File: src/rtl/egp_pkg.sv
package egp_pkg;
  localparam int CAR_W   = 8;
  localparam int NUM_PH  = 3;
  localparam int NUM_SEL = 4;

  // pulses per half cycle for a select code
  function automatic int egp_pulses(input int sel);
    return 36 + 6 * sel;
  endfunction

  // clocks per carrier step, floor, never below one
  function automatic int egp_div(input int clk_hz, input int mains_hz, input int sel);
    longint d;
    d = longint'(clk_hz) / (longint'(2) * egp_pulses(sel) * mains_hz * (1 << CAR_W));
    if (d < 1) d = 1;
    return int'(d);
  endfunction
endpackage

File: src/rtl/egp_sync.sv
module egp_sync #(
  parameter int NUM_PH      = 3,
  parameter int SYNC_STAGES = 2
) (
  input  logic              clk_i,
  input  logic              rst_i,
  input  logic [NUM_PH-1:0] async_i,
  output logic [NUM_PH-1:0] sync_o,
  output logic              rise_a_o
);
  logic [NUM_PH-1:0] stg_q [SYNC_STAGES];
  logic              last_a_q;

  always_ff @(posedge clk_i) begin
    if (rst_i) begin
      for (int i = 0; i < SYNC_STAGES; i++) stg_q[i] <= '0;
      last_a_q <= 1'b0;
    end else begin
      stg_q[0] <= async_i;
      for (int i = 1; i < SYNC_STAGES; i++) stg_q[i] <= stg_q[i-1];
      last_a_q <= stg_q[SYNC_STAGES-1][0];
    end
  end

  assign sync_o   = stg_q[SYNC_STAGES-1];
  assign rise_a_o = sync_o[0] & ~last_a_q;
endmodule

File: src/rtl/egp_carrier.sv
module egp_carrier
  import egp_pkg::*;
#(
  parameter int CLK_HZ   = 100_000_000,
  parameter int MAINS_HZ = 50,
  parameter int DIV_W    = 8
) (
  input  logic             clk_i,
  input  logic             rst_i,
  input  logic             restart_i,
  input  logic [1:0]       psel_i,
  input  logic [CAR_W-1:0] duty_i,
  output logic [CAR_W-1:0] carrier_o,
  output logic [CAR_W-1:0] duty_o
);
  localparam logic [CAR_W-1:0] CAR_MAX = '1;

  logic [DIV_W-1:0] div_tbl [NUM_SEL];
  logic [DIV_W-1:0] pre_q;
  logic [CAR_W-1:0] car_q;
  logic [CAR_W-1:0] duty_q;
  logic [1:0]       psel_q;
  logic             tick, wrap;

  for (genvar g = 0; g < NUM_SEL; g++) begin : g_div
    assign div_tbl[g] = DIV_W'(egp_div(CLK_HZ, MAINS_HZ, g));
  end

  assign tick = (pre_q == div_tbl[psel_q] - DIV_W'(1));
  assign wrap = tick && (car_q == CAR_MAX);

  always_ff @(posedge clk_i) begin
    if (rst_i) begin
      pre_q  <= '0;
      car_q  <= '0;
      duty_q <= '0;
      psel_q <= '0;
    end else if (restart_i) begin
      pre_q  <= '0;
      car_q  <= '0;
      duty_q <= duty_i;
      psel_q <= psel_i;
    end else if (tick) begin
      pre_q <= '0;
      car_q <= car_q + CAR_W'(1);
      if (wrap) begin
        duty_q <= duty_i;
        psel_q <= psel_i;
      end
    end else begin
      pre_q <= pre_q + DIV_W'(1);
    end
  end

  assign carrier_o = car_q;
  assign duty_o    = duty_q;

  assert_restart_zero_R8: assert property (@(posedge clk_i) disable iff (rst_i)
    restart_i |=> (car_q == '0 && pre_q == '0));
  assert_carrier_step_R5: assert property (@(posedge clk_i) disable iff (rst_i)
    (tick && !restart_i) |=> (car_q == CAR_W'($past(car_q) + 1)));
  assert_hold_step_R5: assert property (@(posedge clk_i) disable iff (rst_i)
    (!tick && !restart_i) |=> $stable(car_q));
  assert_prescale_range_R5: assert property (@(posedge clk_i) disable iff (rst_i)
    pre_q < div_tbl[psel_q]);
  assert_no_midperiod_change_R9: assert property (@(posedge clk_i) disable iff (rst_i)
    !(restart_i || wrap) |=> ($stable(duty_q) && $stable(psel_q)));
endmodule

File: src/rtl/egp_pwm_cmp.sv
module egp_pwm_cmp
  import egp_pkg::*;
(
  input  logic [CAR_W-1:0] carrier_i,
  input  logic [CAR_W-1:0] duty_i,
  output logic             pwm_o
);
  localparam logic [CAR_W-1:0] FULL = '1;
  // the top code forces a full-period high level
  assign pwm_o = (duty_i == FULL) || (carrier_i < duty_i);
endmodule

File: src/rtl/egp_gate_map.sv
module egp_gate_map
  import egp_pkg::*;
(
  input  logic              clk_i,
  input  logic              rst_i,
  input  logic              armed_i,
  input  logic              pwm_i,
  input  logic [CAR_W-1:0]  duty_i,
  input  logic [NUM_PH-1:0] zsync_i,
  output logic [2*NUM_PH-1:0] gate_o
);
  for (genvar k = 0; k < NUM_PH; k++) begin : g_ph
    assign gate_o[2*k]   = armed_i & zsync_i[k];
    assign gate_o[2*k+1] = armed_i & ~zsync_i[k] & pwm_i;

    assert_zero_duty_low_R7: assert property (@(posedge clk_i) disable iff (rst_i)
      (duty_i == '0) |-> !gate_o[2*k+1]);
    assert_full_duty_follows_R7: assert property (@(posedge clk_i) disable iff (rst_i)
      (duty_i == '1 && armed_i) |-> (gate_o[2*k+1] == ~zsync_i[k]));
  end
endmodule

File: src/rtl/egp_gate_gen.sv
module egp_gate_gen
  import egp_pkg::*;
#(
  parameter int CLK_HZ      = 100_000_000,
  parameter int MAINS_HZ    = 50,
  parameter int SYNC_STAGES = 2
) (
  input  logic       clk_i,
  input  logic       rst_i,
  input  logic [1:0] psel_i,
  input  logic [7:0] duty_i,
  input  logic [2:0] zcd_i,
  output logic [5:0] gate_o
);
  localparam int DIV_MAX = egp_div(CLK_HZ, MAINS_HZ, 0);
  localparam int DIV_W   = $clog2(DIV_MAX + 1);

  logic [NUM_PH-1:0] zsync;
  logic              rise_a;
  logic [CAR_W-1:0]  carrier, duty_act;
  logic              pwm;
  logic              armed_q;

  egp_sync #(.NUM_PH(NUM_PH), .SYNC_STAGES(SYNC_STAGES)) sync_i (
    .clk_i(clk_i), .rst_i(rst_i), .async_i(zcd_i),
    .sync_o(zsync), .rise_a_o(rise_a)
  );

  egp_carrier #(.CLK_HZ(CLK_HZ), .MAINS_HZ(MAINS_HZ), .DIV_W(DIV_W)) car_i (
    .clk_i(clk_i), .rst_i(rst_i), .restart_i(rise_a),
    .psel_i(psel_i), .duty_i(duty_i),
    .carrier_o(carrier), .duty_o(duty_act)
  );

  egp_pwm_cmp cmp_i (.carrier_i(carrier), .duty_i(duty_act), .pwm_o(pwm));

  always_ff @(posedge clk_i) begin
    if (rst_i)       armed_q <= 1'b0;
    else if (rise_a) armed_q <= 1'b1;
  end

  egp_gate_map map_i (
    .clk_i(clk_i), .rst_i(rst_i), .armed_i(armed_q), .pwm_i(pwm),
    .duty_i(duty_act), .zsync_i(zsync), .gate_o(gate_o)
  );

  assert_arm_on_edge_R1: assert property (@(posedge clk_i) disable iff (rst_i)
    rise_a |=> armed_q);
  assert_arm_sticky_R1: assert property (@(posedge clk_i) disable iff (rst_i)
    armed_q |=> armed_q);
  assert_idle_before_arm_R1: assert property (@(posedge clk_i) disable iff (rst_i)
    (!armed_q && !rise_a) |=> (gate_o == '0));
endmodule

File: config.mk
export PLATFORM = sky130hd
export DESIGN_NAME = egp_gate_gen
export DESIGN_NICKNAME = d
export VERILOG_FILES = /design/src/rtl/egp_pkg.sv /design/src/rtl/egp_sync.sv /design/src/rtl/egp_carrier.sv /design/src/rtl/egp_pwm_cmp.sv /design/src/rtl/egp_gate_map.sv /design/src/rtl/egp_gate_gen.sv
export SDC_FILE = /design/constraint.sdc
export NUM_CORES = 1
export LEC_CHECK = 0
export BUFFER_PORTS_ARGS = -buffer_cell sky130_fd_sc_hd__buf_2
export CAP_MARGIN = 20
export CORE_MARGIN = 2
export CORE_UTILIZATION = 56
export DETAILED_ROUTE_END_ITERATION = 6
export GPL_TIMING_DRIVEN = 1
export PLACE_DENSITY_LB_ADDON = 0.15
export RECOVER_POWER = 50
export SLEW_MARGIN = 20
export SYNTH_ARGS = -nofsm -noshare
export SYNTH_HDL_FRONTEND = slang
export SYNTH_SLANG_ARGS = --single-unit
File: constraint.sdc
create_clock -name clk_i -period 2.96 [get_ports clk_i]
set_input_delay 0.296 -clock clk_i [delete_from_list [all_inputs] [get_ports clk_i]]
set_output_delay 0.296 -clock clk_i [all_outputs]
set_load 0.02 [all_outputs]
==> After elaboration in Yosys (flattened, before gate mapping) <==
Memories as Yosys holds them, arrays and structs flattened.
Cells that the tools add are included.
{ "totals": {"mem_bits_rw": 6, "out_inout_bits": 6, "input_bits": 15, "reg_bits": 27, "wordCells": 53, "memories": 1} }
{ "classes": {"magnitude_cmp": 2, "muxes": 14, "n_bitwise": 17, "reduce_logical": 7, "add_sub_neg": 3, "n_eq_ne": 3} }
{ "memory_table": {"columns": ["name", "words", "word_bits", "rd", "rd_clocked_by_memory_dff", "write_ports", "line", "text"], "rows": [
  ["sync_i.stg_q", 2, 3, 2, 0, 2, "egp_sync.sv:11", "logic [NUM_PH-1:0] stg_q [SYNC_STAGES];"]
]} }
{ "ops": {"columns": ["operator", "count"], "rows": [
  ["2-to-1 mux 8 bit", 3],
  ["== test 8 bit (second input constant)", 2],
  ["binary-select mux 7 bit (select 2 bit)", 1],
  ["2-to-1 mux 7 bit", 2],
  ["AND 1 bit", 10],
  ["adder 8 x 1 -> 8 bit (second input constant)", 1],
  ["< comparator 8 bit", 1],
  ["adder 7 x 1 -> 7 bit (second input constant)", 1],
  ["== test 7 bit", 1],
  ["subtractor 7 x 1 -> 7 bit (second input constant)", 1],
  ["2-to-1 mux 2 bit", 3],
  ["2-to-1 mux 3 bit", 2],
  ["inverter 1 bit", 4],
  ["nonzero test 2 bit", 2],
  ["greater-or-equal comparator 3 bit (second input constant)", 1],
  ["2-to-1 mux 1 bit", 3],
  ["inverter 2 -> 3 bit", 1],
  ["OR reduction 3 bit", 1],
  ["OR 1 bit", 2],
  ["AND reduction 2 bit", 1],
  ["OR reduction 2 bit", 1],
  ["logical AND 1 bit", 1],
  ["logical OR 1 bit", 1]
]} }

==> Longest topological paths before layout <==
Gate-level depths: netlist of run 1.
{ "logic_depth": {"word_depth": 10, "mapped_depth": 8, "mapped_depth_nobuf": 7} }

==> Cells and area by module <==
A second synthesis of run 1 with hierarchy kept.
{ "unflattened": {"cells_unflattened": 241, "area_unflattened_um2": 1983.2} }
{ "modules_own_cells": {"columns": ["mod", "instances", "cells_per_inst", "area_each_um2"], "rows": [
  ["egp_carrier", 1, 190, 1495.2],
  ["egp_sync", 1, 18, 212.7],
  ["egp_pwm_cmp", 1, 25, 196.4],
  ["egp_gate_map", 1, 6, 48.8],
  ["egp_gate_gen", 1, 2, 30.0]
]} }

==> Least setup slack after synthesis of run 1 <==
Ideal clock, no wire load.
{ "synth_path": {"path_kind": "reg2reg", "from": "register car_i.psel_q[1]", "to": "register car_i.pre_q[2]", "stages_incl_launch_ff": 9, "slack_ns": 0.851, "path_buffers": 1, "t_arrival_ns": 1.988, "path_cell_list": "dfxtp_1 -> inv_1 -> ha_1 -> or3b_1 -> a211o_1 -> a21oi_1 -> buf_4 -> nand2b_1 -> nor2_1"} }
{ "synth_via": {"elab_chain_len": 7} }
{ "synth_rtl": {"columns": ["item", "line", "text"], "rows": [
  ["from (decl)", "egp_carrier.sv:22", "logic [1:0] psel_q;"],
  ["from (signal assigned)", "egp_carrier.sv:42", "psel_q <= psel_i;"],
  ["from (signal assigned)", "egp_carrier.sv:48", "psel_q <= psel_i;"],
  ["inverter 2 -> 3 bit (not written as such)", "egp_carrier.sv:29", "assign tick = (pre_q == div_tbl[psel_q] - DIV_W'(1));"],
  ["binary-select mux 7 bit (select 2 bit)", "egp_carrier.sv:29", null],
  ["2-to-1 mux 7 bit (not written as such) (2 in series)", "egp_carrier.sv:29", null],
  ["subtractor 7 x 1 -> 7 bit", "egp_carrier.sv:29", null],
  ["== test 7 bit", "egp_carrier.sv:29", null],
  ["OR reduction 3 bit (no source line)", null, null],
  ["to (signal assigned)", "egp_carrier.sv:51", "pre_q <= pre_q + DIV_W'(1);"],
  ["to (decl)", "egp_carrier.sv:19", "logic [DIV_W-1:0] pre_q;"]
]} }
Every way passes these cells. The select of a mux whose other input is x is not followed.
A chain may end at the register's enable or synchronous reset.

==> Final worst setup path of run 1 <==
{ "layout_path": {"from": "register car_i.psel_q[1]", "to": "register car_i.duty_q[1] (netlist: car_i.duty_o[1])"} }
{ "layout_via": {"elab_chain_len": 9} }
{ "layout_rtl": {"columns": ["item", "line", "text"], "rows": [
  ["inverter 2 -> 3 bit (not written as such) (*)", "egp_carrier.sv:29", null],
  ["binary-select mux 7 bit (select 2 bit) (*)", "egp_carrier.sv:29", null],
  ["2-to-1 mux 7 bit (not written as such) (*) (2 in series)", "egp_carrier.sv:29", null],
  ["subtractor 7 x 1 -> 7 bit (*)", "egp_carrier.sv:29", null],
  ["== test 7 bit (*)", "egp_carrier.sv:29", null],
  ["logical AND 1 bit", "egp_carrier.sv:30", "assign wrap = tick && (car_q == CAR_MAX);"],
  ["nonzero test 2 bit (no source line)", null, null],
  ["AND reduction 2 bit (no source line) (*)", null, null],
  ["to (signal assigned)", "egp_carrier.sv:41", "duty_q <= duty_i;"],
  ["to (signal assigned)", "egp_carrier.sv:47", "duty_q <= duty_i;"],
  ["to (decl)", "egp_carrier.sv:21", "logic [CAR_W-1:0] duty_q;"]
]} }
Mark *: on every way between the ends. The rest lies on a longest branch, timed or not. The select of a mux whose other input is x is not followed.

==> impl_metrics.env, run 1 <==
export IMPL_skew_ns=0.00454
export IMPL_overflow=0
export IMPL_leakagePower_nw=0.793
export IMPL_yosys_area_top_type_share_pct=39.5
export IMPL_synth_seq_cells=33
export IMPL_synthTopCellsByArea="dfxtp_1 39%, nand2b_1 9.3%, ha_1 7.5%"
export IMPL_avgViaCountPerCell=5.42
export IMPL_ant_nets=0
export IMPL_violations="design-rule violations"
export IMPL_hold_start="zcd_i[2]"
export IMPL_n_fill_cell=250
export IMPL_htree_levels=2
export IMPL_endpoint_kind="flop"
export IMPL_portBuffers=20
export IMPL_rr_startpoint="car_i.psel_q[1]"
export IMPL_dr_total_vias=1311
export IMPL_grt_pass1_wl_um=5440
export IMPL_syn_area_um2=1670
export IMPL_hold_class="primary input to flop"
export IMPL_mostFrequentLayoutCell="dfxtp_1"
export IMPL_root_buffer="clkbuf_4"
export IMPL_layout_common_cells="33 x dfxtp_1, 25 x nand2b_1, 20 x nor2_1"
export IMPL_r2r_slack_ns=0.62
export IMPL_finalSetupTns_ns=0
export IMPL_layout_drive_gt1_share_pct=12.8
export IMPL_die_area_um2=3440
export IMPL_drtIter0Drc=42
export IMPL_r2r_end="car_i.duty_o[1]"
export IMPL_synth_edf_count=0
export IMPL_cts_tree="done"
export IMPL_clk_insertion_delay_late_ns=0.34
export IMPL_dr_pass1_iters=6
export IMPL_die_y_um=58.7
export IMPL_grt_antenna_before_repair=0
export IMPL_grt_pass1_vias=1290
export IMPL_worstRegToRegCells=9
export IMPL_cts_hold_buf=0
export IMPL_final_cells=242
export IMPL_yosysWarnings=0
export IMPL_clkSinkCount=33
export IMPL_cp_data_required_time_ns=3.22
export IMPL_synth_top_cell_by_area="dfxtp_1"
export IMPL_chipWidth_um=58.7
export IMPL_powerDensity_nw_per_um2=446
export IMPL_syn_area_per_cell_um2=8.95
export IMPL_synthArstFlopShare_pct=0
export IMPL_wire_per_inst_um=12.5
export IMPL_yosysSeqAreaShare_pct=39.5
export IMPL_tightest_slew_ns=1.02
export IMPL_holdPathEnd="sync_i.stg_q[0][2]"
export IMPL_grt_total_usage_pct=21.4
export IMPL_core_area_um2=2810
export IMPL_grt_setup_unrepaired="false"
export IMPL_timing_final_crit_period_ns=2.34
export IMPL_clkTransAtPathRegs_ns=0.10
export IMPL_slew_headroom_pct=31.8
export IMPL_whs_path_depth=2
export IMPL_synthCells=187
export IMPL_synth_main_ff_cell="dfxtp_1"
export IMPL_fmax_mhz=427
export IMPL_start_util_pct=59.6
export IMPL_ir_worst_vdd_uv=344
export IMPL_io_pins=21
export IMPL_period_share_pct=79.1
export IMPL_area_delta_synth_final_pct=10.7
export IMPL_numCtsBuffers=5
export IMPL_diodes=0
export IMPL_dp_cells=234
export IMPL_cp_arrival_ns=2.60
export IMPL_ys_types=32
export IMPL_path_class="flop to flop"
export IMPL_rows=19
export IMPL_syn_num_nets=212
export IMPL_crit_fanout=11
export IMPL_maxCapViolCount=0
export IMPL_drc=1
export IMPL_finalSetupViolations=0
export IMPL_hpwl_um=2220
export IMPL_crit_path_start_kind="flop"
export IMPL_status="finished, violations left"
export IMPL_routed_wl_um=3030
export IMPL_drv_slew=0
export IMPL_layout_nets=235
export IMPL_cts_path_max_buffers=2
export IMPL_place_congestion=0.827
export IMPL_finalHoldViolCount=0
export IMPL_postCtsSetupRepairBufs=0
export IMPL_cts_resized=0
export IMPL_grt_max_degree=32
==> per-stage QoR <==
step	power [mW]	util, %	setup slack [ns]	hold slack, ns	area, um2
floorplan	0.527	-	0.851	0.414	1670
global placement	0.545	64.1	0.712	0.418	1800
detailed placement	0.550	64.1	0.611	0.429	1800
CTS	0.835	66.6	0.575	0.155	1870
global route	0.864	66.0	0.445	0.171	1850
finish	0.826	66.0	0.618	0.161	1850
==> layer usage <==
layer	vias up	part of all wire [%]	GRT usage (%)
met5	-	0	0
met1	595	44	23.3
met2	29	49	36.6
met4	0	1.7	10.1
li1	681	-	-
met3	6	5.1	8.35
==> power by group <==
| part | switching [mW] | internal (mW) |
|---|---|---|
| Clock | 0.149 | 0.137 |
| Sequential | 0.00951 | 0.457 |
| Combinational | 0.0377 | 0.0352 |
| Total | 0.196 | 0.629 |
==> synth_stat cells, drive strengths merged, types with 3 or more instances <==
| library cell | n |
|---|---|
| mux2i | 12 |
| nand2 | 5 |
| a21oi | 11 |
| and2 | 3 |
| nand2b | 25 |
| ha | 10 |
| and3 | 4 |
| dfxtp | 33 |
| nor2 | 20 |
| a31o | 3 |
| nand4 | 4 |
| xnor2 | 7 |
| o211ai | 3 |
| nor2b | 9 |
| clkbuf | 4 |
| nand3 | 4 |
| inv | 12 |
==> kinds of logic after synthesis <==
kind of cell,after synthesis,synth area share [%]
compound gates,24,10.2
fa+ha+maj,10,7.48
buf+inv,18,4.34
simple gates,81,26.6
mux,12,7.18
xor+xnor,9,4.71
flops,33,39.5
==> sequential cells by signal (all words and copies together), names as in the netlist <==
register / cells
car_i.carrier_o: 8
car_i.duty_o: 8
car_i.pre_q: 7
sync_i.stg_q: 6
car_i.psel_q: 2
armed_q: 1
sync_i.last_a_q: 1
==> final cells by class <==
type                            instances  area (um2)  share of cell area, %
Clock buffer                            7        65.1                   3.51
Sequential cell                        33         661                   35.7
Clock inverter                          1        5.00                  0.270
Inverter                               12        45.0                   2.43
Multi-Input combinational cell        136         927                   50.1
Tap cell                               31        38.8                   2.09
Timing Repair Buffer                   22         110                   5.95
==> worst max-delay path: stages, from the launching register on <==
cell,delay [ns]
dfxtp_1,0.35
inv_1,0.07
ha_1,0.33
or3b_1,0.37
a211o_1,0.32
a21oi_1,0.15
buf_4,0.19
a21oi_1,0.08
buf_4,0.21
mux2i_1,0.19
==> worst max-delay path by stage <==
stage,slack (ns),depth (start not counted),to,from
2_1_floorplan,0.85,8,car_i.pre_q[2],car_i.psel_q[1]
3_3_place_gp,0.71,9,car_i.psel_q[0],car_i.psel_q[1]
3_5_place_dp,0.61,9,car_i.duty_o[1],car_i.psel_q[1]
4_1_cts,0.58,9,car_i.duty_o[1],car_i.psel_q[1]
5_1_grt,0.44,7,car_i.carrier_o[6],car_i.psel_q[1]
6_report,0.62,9,car_i.duty_o[1],car_i.psel_q[1]
(Power assumes the default switching activity.)
==> run 2, diff against run 1 <==
--- a/config.mk
+++ b/config.mk
@@ -5,10 +5,11 @@
 export SDC_FILE = /design/constraint.sdc
 export NUM_CORES = 1
 export LEC_CHECK = 0
+export ABC_AREA = 1
 export BUFFER_PORTS_ARGS = -buffer_cell sky130_fd_sc_hd__buf_2
 export CAP_MARGIN = 20
 export CORE_MARGIN = 2
-export CORE_UTILIZATION = 56
+export CORE_UTILIZATION = 57
 export DETAILED_ROUTE_END_ITERATION = 6
 export GPL_TIMING_DRIVEN = 1
 export PLACE_DENSITY_LB_ADDON = 0.15
==> constraint.sdc (replaced) <==
create_clock -name clk_i -period 2.4 [get_ports clk_i]
set_input_delay 0.24 -clock clk_i [delete_from_list [all_inputs] [get_ports clk_i]]
set_output_delay 0.24 -clock clk_i [all_outputs]
set_load 0.02 [all_outputs]
==> impl_metrics.env, run 2 <==
export IMPL_status="complete, no violations"
export IMPL_synth_edf_count=0
export IMPL_postCtsSetupRepairBufs=0
export IMPL_slew_headroom_pct=47.8
export IMPL_hold_start="zcd_i[2]"
export IMPL_drc=0
export IMPL_finalSetupViolations=0
export IMPL_synth_seq_cells=33
export IMPL_period_share_pct=90.4
export IMPL_grt_antenna_before_repair=0
export IMPL_cp_arrival_ns=1.93
export IMPL_crit_path_max_incr_delay_ns=0.44
export IMPL_finalHoldViolCount=0
export IMPL_grt_setup_unrepaired="false"
export IMPL_place_congestion=0.870
export IMPL_layout_common_cells="52 x nand2_1, 35 x inv_1, 34 x nor2_1"
export IMPL_die_area_um2=3530
export IMPL_tightest_slew_ns=0.783
export IMPL_grt_total_usage_pct=19.7
export IMPL_wire_per_inst_um=10.3
export IMPL_timing_final_crit_period_ns=2.17
export IMPL_crit_fanout=5
export IMPL_ys_types=29
export IMPL_syn_area_per_cell_um2=7.30
export IMPL_die_y_um=59.5
export IMPL_p_int_mw=0.860
export IMPL_cts_path_max_buffers=2
export IMPL_grt_max_degree=22
export IMPL_cts_hold_buf=0
export IMPL_synth_top_cell_by_area="dfxtp_1"
export IMPL_ant_nets=0
export IMPL_yosys_area_top_type_share_pct=37.7
export IMPL_timing_critical_path_mode_cell="a21oi_1"
export IMPL_syn_num_nets=265
export IMPL_cp_data_required_time_ns=2.16
export IMPL_yosysWarnings=0
export IMPL_critPathTopFamily="compound AO/OA/AOI/OAI gates"
export IMPL_root_buffer="clkbuf_4"
export IMPL_io_pins=21
export IMPL_rows=20
export IMPL_yosysSeqAreaShare_pct=37.7
export IMPL_finalSetupTns_ns=0
export IMPL_synthTopCellsByCount="52 x nand2_1, 34 x inv_1, 34 x nor2_1"
export IMPL_avgViaCountPerCell=4.93
export IMPL_cts_tree="done"
export IMPL_maxCapViolCount=0
export IMPL_clockPowerShare_pct=38.8
export IMPL_clk_insertion_delay_late_ns=0.34
export IMPL_power_switching_mw=0.267
export IMPL_hpwl_um=2270
export IMPL_dr_total_vias=1458
export IMPL_clkTransAtPathRegs_ns=0.11
export IMPL_mostFrequentLayoutCell="nand2_1"
export IMPL_ir_worst_vdd_uv=544
export IMPL_clkSinkCount=33
export IMPL_grt_pass1_vias=1281
export IMPL_fmax_mhz=461
export IMPL_seqPwrFrac_pct=51.2
export IMPL_dr_pass1_iters=4
export IMPL_skew_ns=0.0142
export IMPL_crit_path_start="car_i.carrier_o[5]"
export IMPL_core_area_um2=2980
export IMPL_layout_nets=287
export IMPL_area_delta_synth_final_pct=9.78
export IMPL_drv_slew=0
export IMPL_htree_levels=2
export IMPL_cts_resized=0
export IMPL_layout_drive_gt1_share_pct=16.3
export IMPL_worst_path_max_delay_cell="dfxtp_1"
export IMPL_portBuffers=20
export IMPL_path_class="flop to primary output"
export IMPL_power_share_switching_pct=23.7
export IMPL_numCtsBuffers=5
export IMPL_crit_path_start_kind="flop"
export IMPL_endpoint_kind="primary output"
export IMPL_start_util_pct=58.9
export IMPL_leakagePower_nw=0.939
export IMPL_drtIter0Drc=62
export IMPL_syn_area_um2=1750
export IMPL_worstPathCellList="ha_1 > a21oi_1 > nor2_1 > a211oi_1 > nand2_1 > a21oi_1 > buf_2"
export IMPL_cp_buffers_inverters=1
export IMPL_diodes=0
export IMPL_synthArstFlopShare_pct=0
export IMPL_yosysMostFrequentCell="nand2_1"
export IMPL_synthCells=240
export IMPL_chipWidth_um=59.5
export IMPL_synth_main_ff_cell="dfxtp_1"
export IMPL_rr_startpoint="car_i.psel_q[0]"
export IMPL_grt_pass1_wl_um=5260
export IMPL_overflow=0
export IMPL_hold_class="primary input to flop"
export IMPL_powerDensity_nw_per_um2=585
export IMPL_routed_wl_um=3050
export IMPL_finalCoreUtilization_pct=64.6
export IMPL_pwr_share_comb_pct=10.1
export IMPL_synthTopCellsByArea="dfxtp_1 38%, nand2_1 11%, inv_1 7.3%"
==> run 2: cell count changes in the layout (fill, tap and decap cells not counted), moves of 11 or more <==
cell,before,now
inv_1,12,35
nor2_1,20,34
nand2b_1,25,0
nand3_2,0,11
nand2_1,5,52
a21oi_1,11,24
mux2i_1,12,0
==> run 2: worst reg2reg max path: cells and delay by family (launching register included) <==
kind            cells  cell delay [ns]
fa+ha+maj           1             0.32
compound gates      1             0.06
flops               1             0.32
buf+inv             4             0.68
simple gates        5             0.53
==> run 2: stage by stage <==
stage	area (um2)	setup slack [ns]	total power [mW]	instances	hold slack (ns)
global placement	1850	0.587	0.701	288	0.389
finish	1920	0.231	1.13	296	0.103
detailed placement	1850	0.547	0.704	288	0.399
CTS	1930	0.210	1.14	296	0.0941
global route	1920	0.0126	1.18	296	0.0972
floorplan	1750	0.738	0.674	240	0.347
==> run 2: path summary, 6_finish.rpt <==
path	slack, ns	cells after the start	endpoint
worst min-delay path	0.10	3	sync_i.stg_q[0][2]
worst max-delay path	0.23	7	gate_o[3]
worst max register to register	0.37	11	car_i.pre_q[4]
worst min register to register	0.41	2	sync_i.stg_q[0][3]
==> run 2: layer usage <==
| metal | up-vias | wire length [um] | part of all wire (%) | GRT usage [%] |
|---|---|---|---|---|
| met4 | 0 | 46 | 1.5 | 7.47 |
| met5 | - | 0 | 0 | 0 |
| li1 | 794 | - | - | - |
| met1 | 637 | 1520 | 50 | 24.7 |
| met2 | 22 | 1370 | 45 | 31.6 |
| met3 | 5 | 120 | 3.9 | 6.11 |
==> run 2: cell families (layout without fill, tap and decap cells) <==
logic type | Yosys count | in the layout | share of synthesized area, %
flops | 33 | 33 | 37.7
simple gates | 116 | 116 | 31.5
fa+ha+maj | 10 | 10 | 7.14
buf+inv | 44 | 67 | 11.3
compound gates | 30 | 30 | 8.85
xor+xnor | 7 | 7 | 3.50
==> run 2: power groups by stage <==
stage          registers [mW]  logic [mW]  clock network (mW)
3_3_place_gp            0.589       0.113                   0
5_1_grt                 0.579       0.134               0.470
2_1_floorplan           0.587      0.0874                   0
4_1_cts                 0.577       0.115               0.447
3_5_place_dp            0.589       0.115                   0
6_report                0.576       0.113               0.437
==> run 2: final cells by class <==
type / count / area [um2]
Sequential cell: 33 / 661
Clock inverter: 1 / 30.0
Tap cell: 33 / 41.3
Fill cell: 284 / 1050
Multi-Input combinational cell: 163 / 893
Clock buffer: 7 / 55.1
Inverter: 38 / 145
Timing Repair Buffer: 21 / 98.8
==> run 3, diff against run 2 <==
--- a/config.mk
+++ b/config.mk
@@ -9,12 +9,14 @@
 export BUFFER_PORTS_ARGS = -buffer_cell sky130_fd_sc_hd__buf_2
 export CAP_MARGIN = 20
 export CORE_MARGIN = 2
-export CORE_UTILIZATION = 57
+export CORE_UTILIZATION = 58
 export DETAILED_ROUTE_END_ITERATION = 6
 export GPL_TIMING_DRIVEN = 1
 export PLACE_DENSITY_LB_ADDON = 0.15
 export RECOVER_POWER = 50
+export SETUP_SLACK_MARGIN = 0.3
 export SLEW_MARGIN = 20
 export SYNTH_ARGS = -nofsm -noshare
 export SYNTH_HDL_FRONTEND = slang
+export SYNTH_HIERARCHICAL = 1
 export SYNTH_SLANG_ARGS = --single-unit
==> impl_metrics.env, run 3 <==
export IMPL_status="complete, no violations"
export IMPL_layout_drive_gt1_share_pct=20.4
export IMPL_layout_common_cells="61 x nand2_1, 44 x nor2_1, 44 x inv_1"
export IMPL_synth_main_ff_cell="dfxtp_1"
export IMPL_chipWidth_um=60.7
export IMPL_grt_antenna_before_repair=0
export IMPL_dr_pass1_iters=4
export IMPL_wire_per_inst_um=10.4
export IMPL_cp_data_required_time_ns=2.64
export IMPL_syn_area_per_cell_um2=6.77
export IMPL_maxCapViolCount=0
export IMPL_slew_headroom_pct=52.1
export IMPL_syn_num_nets=300
export IMPL_root_buffer="clkbuf_4"
export IMPL_grt_setup_unrepaired="false"
export IMPL_grt_max_degree=21
export IMPL_clk_insertion_delay_late_ns=0.34
export IMPL_place_area_um2=1980
export IMPL_cp_arrival_ns=2.31
export IMPL_dp_cells=333
export IMPL_ir_worst_vdd_uv=428
export IMPL_yosysWarnings=6
export IMPL_finalSetupTns_ns=0
export IMPL_finalHoldViolCount=0
export IMPL_clkSinkCount=33
export IMPL_period_share_pct=86.2
export IMPL_core_area_um2=3050
export IMPL_yosys_area_top_type_share_pct=35.5
export IMPL_hpwl_um=2520
export IMPL_timing_final_crit_period_ns=2.07
export IMPL_synth_edf_count=0
export IMPL_synthAdderAreaFrac_pct=6.72
export IMPL_path_class="flop to flop"
export IMPL_drv_slew=0
export IMPL_finalPower_mw=1.04
export IMPL_cts_path_max_buffers=2
export IMPL_die_area_um2=3680
export IMPL_tightest_slew_ns=0.718
export IMPL_synth_top_cell_by_area="dfxtp_1"
export IMPL_synthCells=275
export IMPL_io_pins=21
export IMPL_synthXorXnorAreaFrac_pct=2.82
export IMPL_leakagePower_nw=1.05
export IMPL_fmax_mhz=483
export IMPL_routed_wl_um=3550
export IMPL_synth_top_family_by_area="simple AND/OR/NAND/NOR gates"
export IMPL_skew_ns=0.0120
export IMPL_clkTransAtPathRegs_ns=0.10
export IMPL_hold_class="primary input to flop"
export IMPL_portBuffers=20
export IMPL_crit_fanout=20
export IMPL_synthTopCellsByCount="61 x nand2_1, 47 x inv_1, 44 x nor2_1"
export IMPL_synthArstFlopShare_pct=0
export IMPL_worst_slack_ns=0.331
export IMPL_synth_compound_area_share_pct=7.26
export IMPL_dr_total_vias=1682
export IMPL_mostFrequentLayoutCell="nand2_1"
export IMPL_drc=0
export IMPL_start_util_pct=61.0
export IMPL_layout_nets=324
export IMPL_ant_nets=0
export IMPL_grt_pass1_vias=1395
export IMPL_area_delta_synth_final_pct=14.4
export IMPL_powerDensity_nw_per_um2=488
export IMPL_avgViaCountPerCell=4.90
export IMPL_overflow=0
export IMPL_crit_path_start_kind="flop"
export IMPL_diodes=0
export IMPL_yosysMostFrequentCell="nand2_1"
export IMPL_cts_tree="done"
export IMPL_grt_total_usage_pct=20.2
export IMPL_numCtsBuffers=5
export IMPL_grt_pass1_wl_um=5540
export IMPL_final_cells=343
export IMPL_finalInstanceArea_um2=2130
export IMPL_yosys_mux_area_fraction_pct=0
export IMPL_finalSetupViolations=0
export IMPL_post_place_ws_ns=0.385
export IMPL_drtIter0Drc=90
export IMPL_rows=20
export IMPL_die_y_um=60.7
export IMPL_htree_levels=2
export IMPL_place_congestion=0.808
export IMPL_synthSimpleGateAreaFrac_pct=34.5
export IMPL_syn_area_um2=1860
export IMPL_ys_types=26
export IMPL_synth_seq_cells=33
export IMPL_endpoint_kind="flop"
export IMPL_yosysSeqAreaShare_pct=35.5
export IMPL_synthTopCellsByArea="dfxtp_1 35%, nand2_1 12%, inv_1 9.5%"
-- run 3: changes by cell type in the layout (fill, tap and decap cells not counted), moves of 8 or more --
cell,delta
dfxtp_2,+8
nand3_1,+9
nand2_1,+9
nor2_1,+10
buf_4,+9
dfxtp_1,-9
inv_1,+9
-- run 3: cells by family after synthesis --
kind of cell             count (synthesis)
AND/OR/NAND/NOR                        141
buffers and inverters                   59
flip-flops                              33
AO/OA/AOI/OAI                           26
adder cells (fa/ha/maj)                 10
XOR/XNOR                                 6
-- run 3: where the power goes --
part | switching, mW | internal [mW] | total (mW)
combinational | 0.0803 | 0.0576 | 0.138
clock | 0.180 | 0.138 | 0.318
sequential | 0.0176 | 0.566 | 0.583
total | 0.277 | 0.761 | 1.04
-- run 3: stage by stage --
stage | util, % | hold WS (ns)
finish | 69.8 | 0.105
floorplan | - | 0.311
global placement | 64.9 | 0.389
CTS | 66.7 | 0.0935
detailed placement | 64.9 | 0.394
global route | 69.8 | 0.0963
-- run 3: layer usage --
metal,routed length [um],share of wire [%],vias to the layer above,global-route usage (%)
met5,0,0,-,0
met1,1620,46,749,24.9
met4,19,0.53,0,7.14
li1,-,-,891,-
met2,1740,49,40,32.9
met3,169,4.8,2,7.04
-- run 3: cell type report --
type	instances	area (um2)
multi-input cells	183	1010
fillers	284	922
flip-flops and latches	33	674
inverters	50	190
repair buffers	26	148
clock buffers	7	55.1
well taps	44	55.1
-- run 3: worst max-delay path, stage by stage (launching register included) --
cell     delay [ns]
dfxtp_1        0.40
inv_1          0.11
ha_1           0.44
inv_2          0.10
nand2_1        0.09
nand2_1        0.05
nand2_1        0.05
nand3_1        0.09
nor2_2         0.11
nand2_1        0.07
buf_4          0.22
a21oi_1        0.15
nor2_1         0.06
-- run 3: repair_timing --
item | 4_1_cts | 5_1_grt
resized for setup | 0 | 25
hold buffers | 0 | 0
endpoints found under the setup margin | 0 | 22
setup buffers | 0 | 3
-- run 3: worst paths after layout --
check                                          end          startpoint  cells past startpoint  slack, ns
worst min register to register  sync_i/stg_q[0][3]  sync_i/stg_q[0][0]                      2       0.40
worst max register to register     car_i/duty_o[7]     car_i/psel_q[1]                     12       0.33
worst min-delay path            sync_i/stg_q[0][2]            zcd_i[2]                      3       0.11
worst max-delay path               car_i/duty_o[7]     car_i/psel_q[1]                     12       0.33
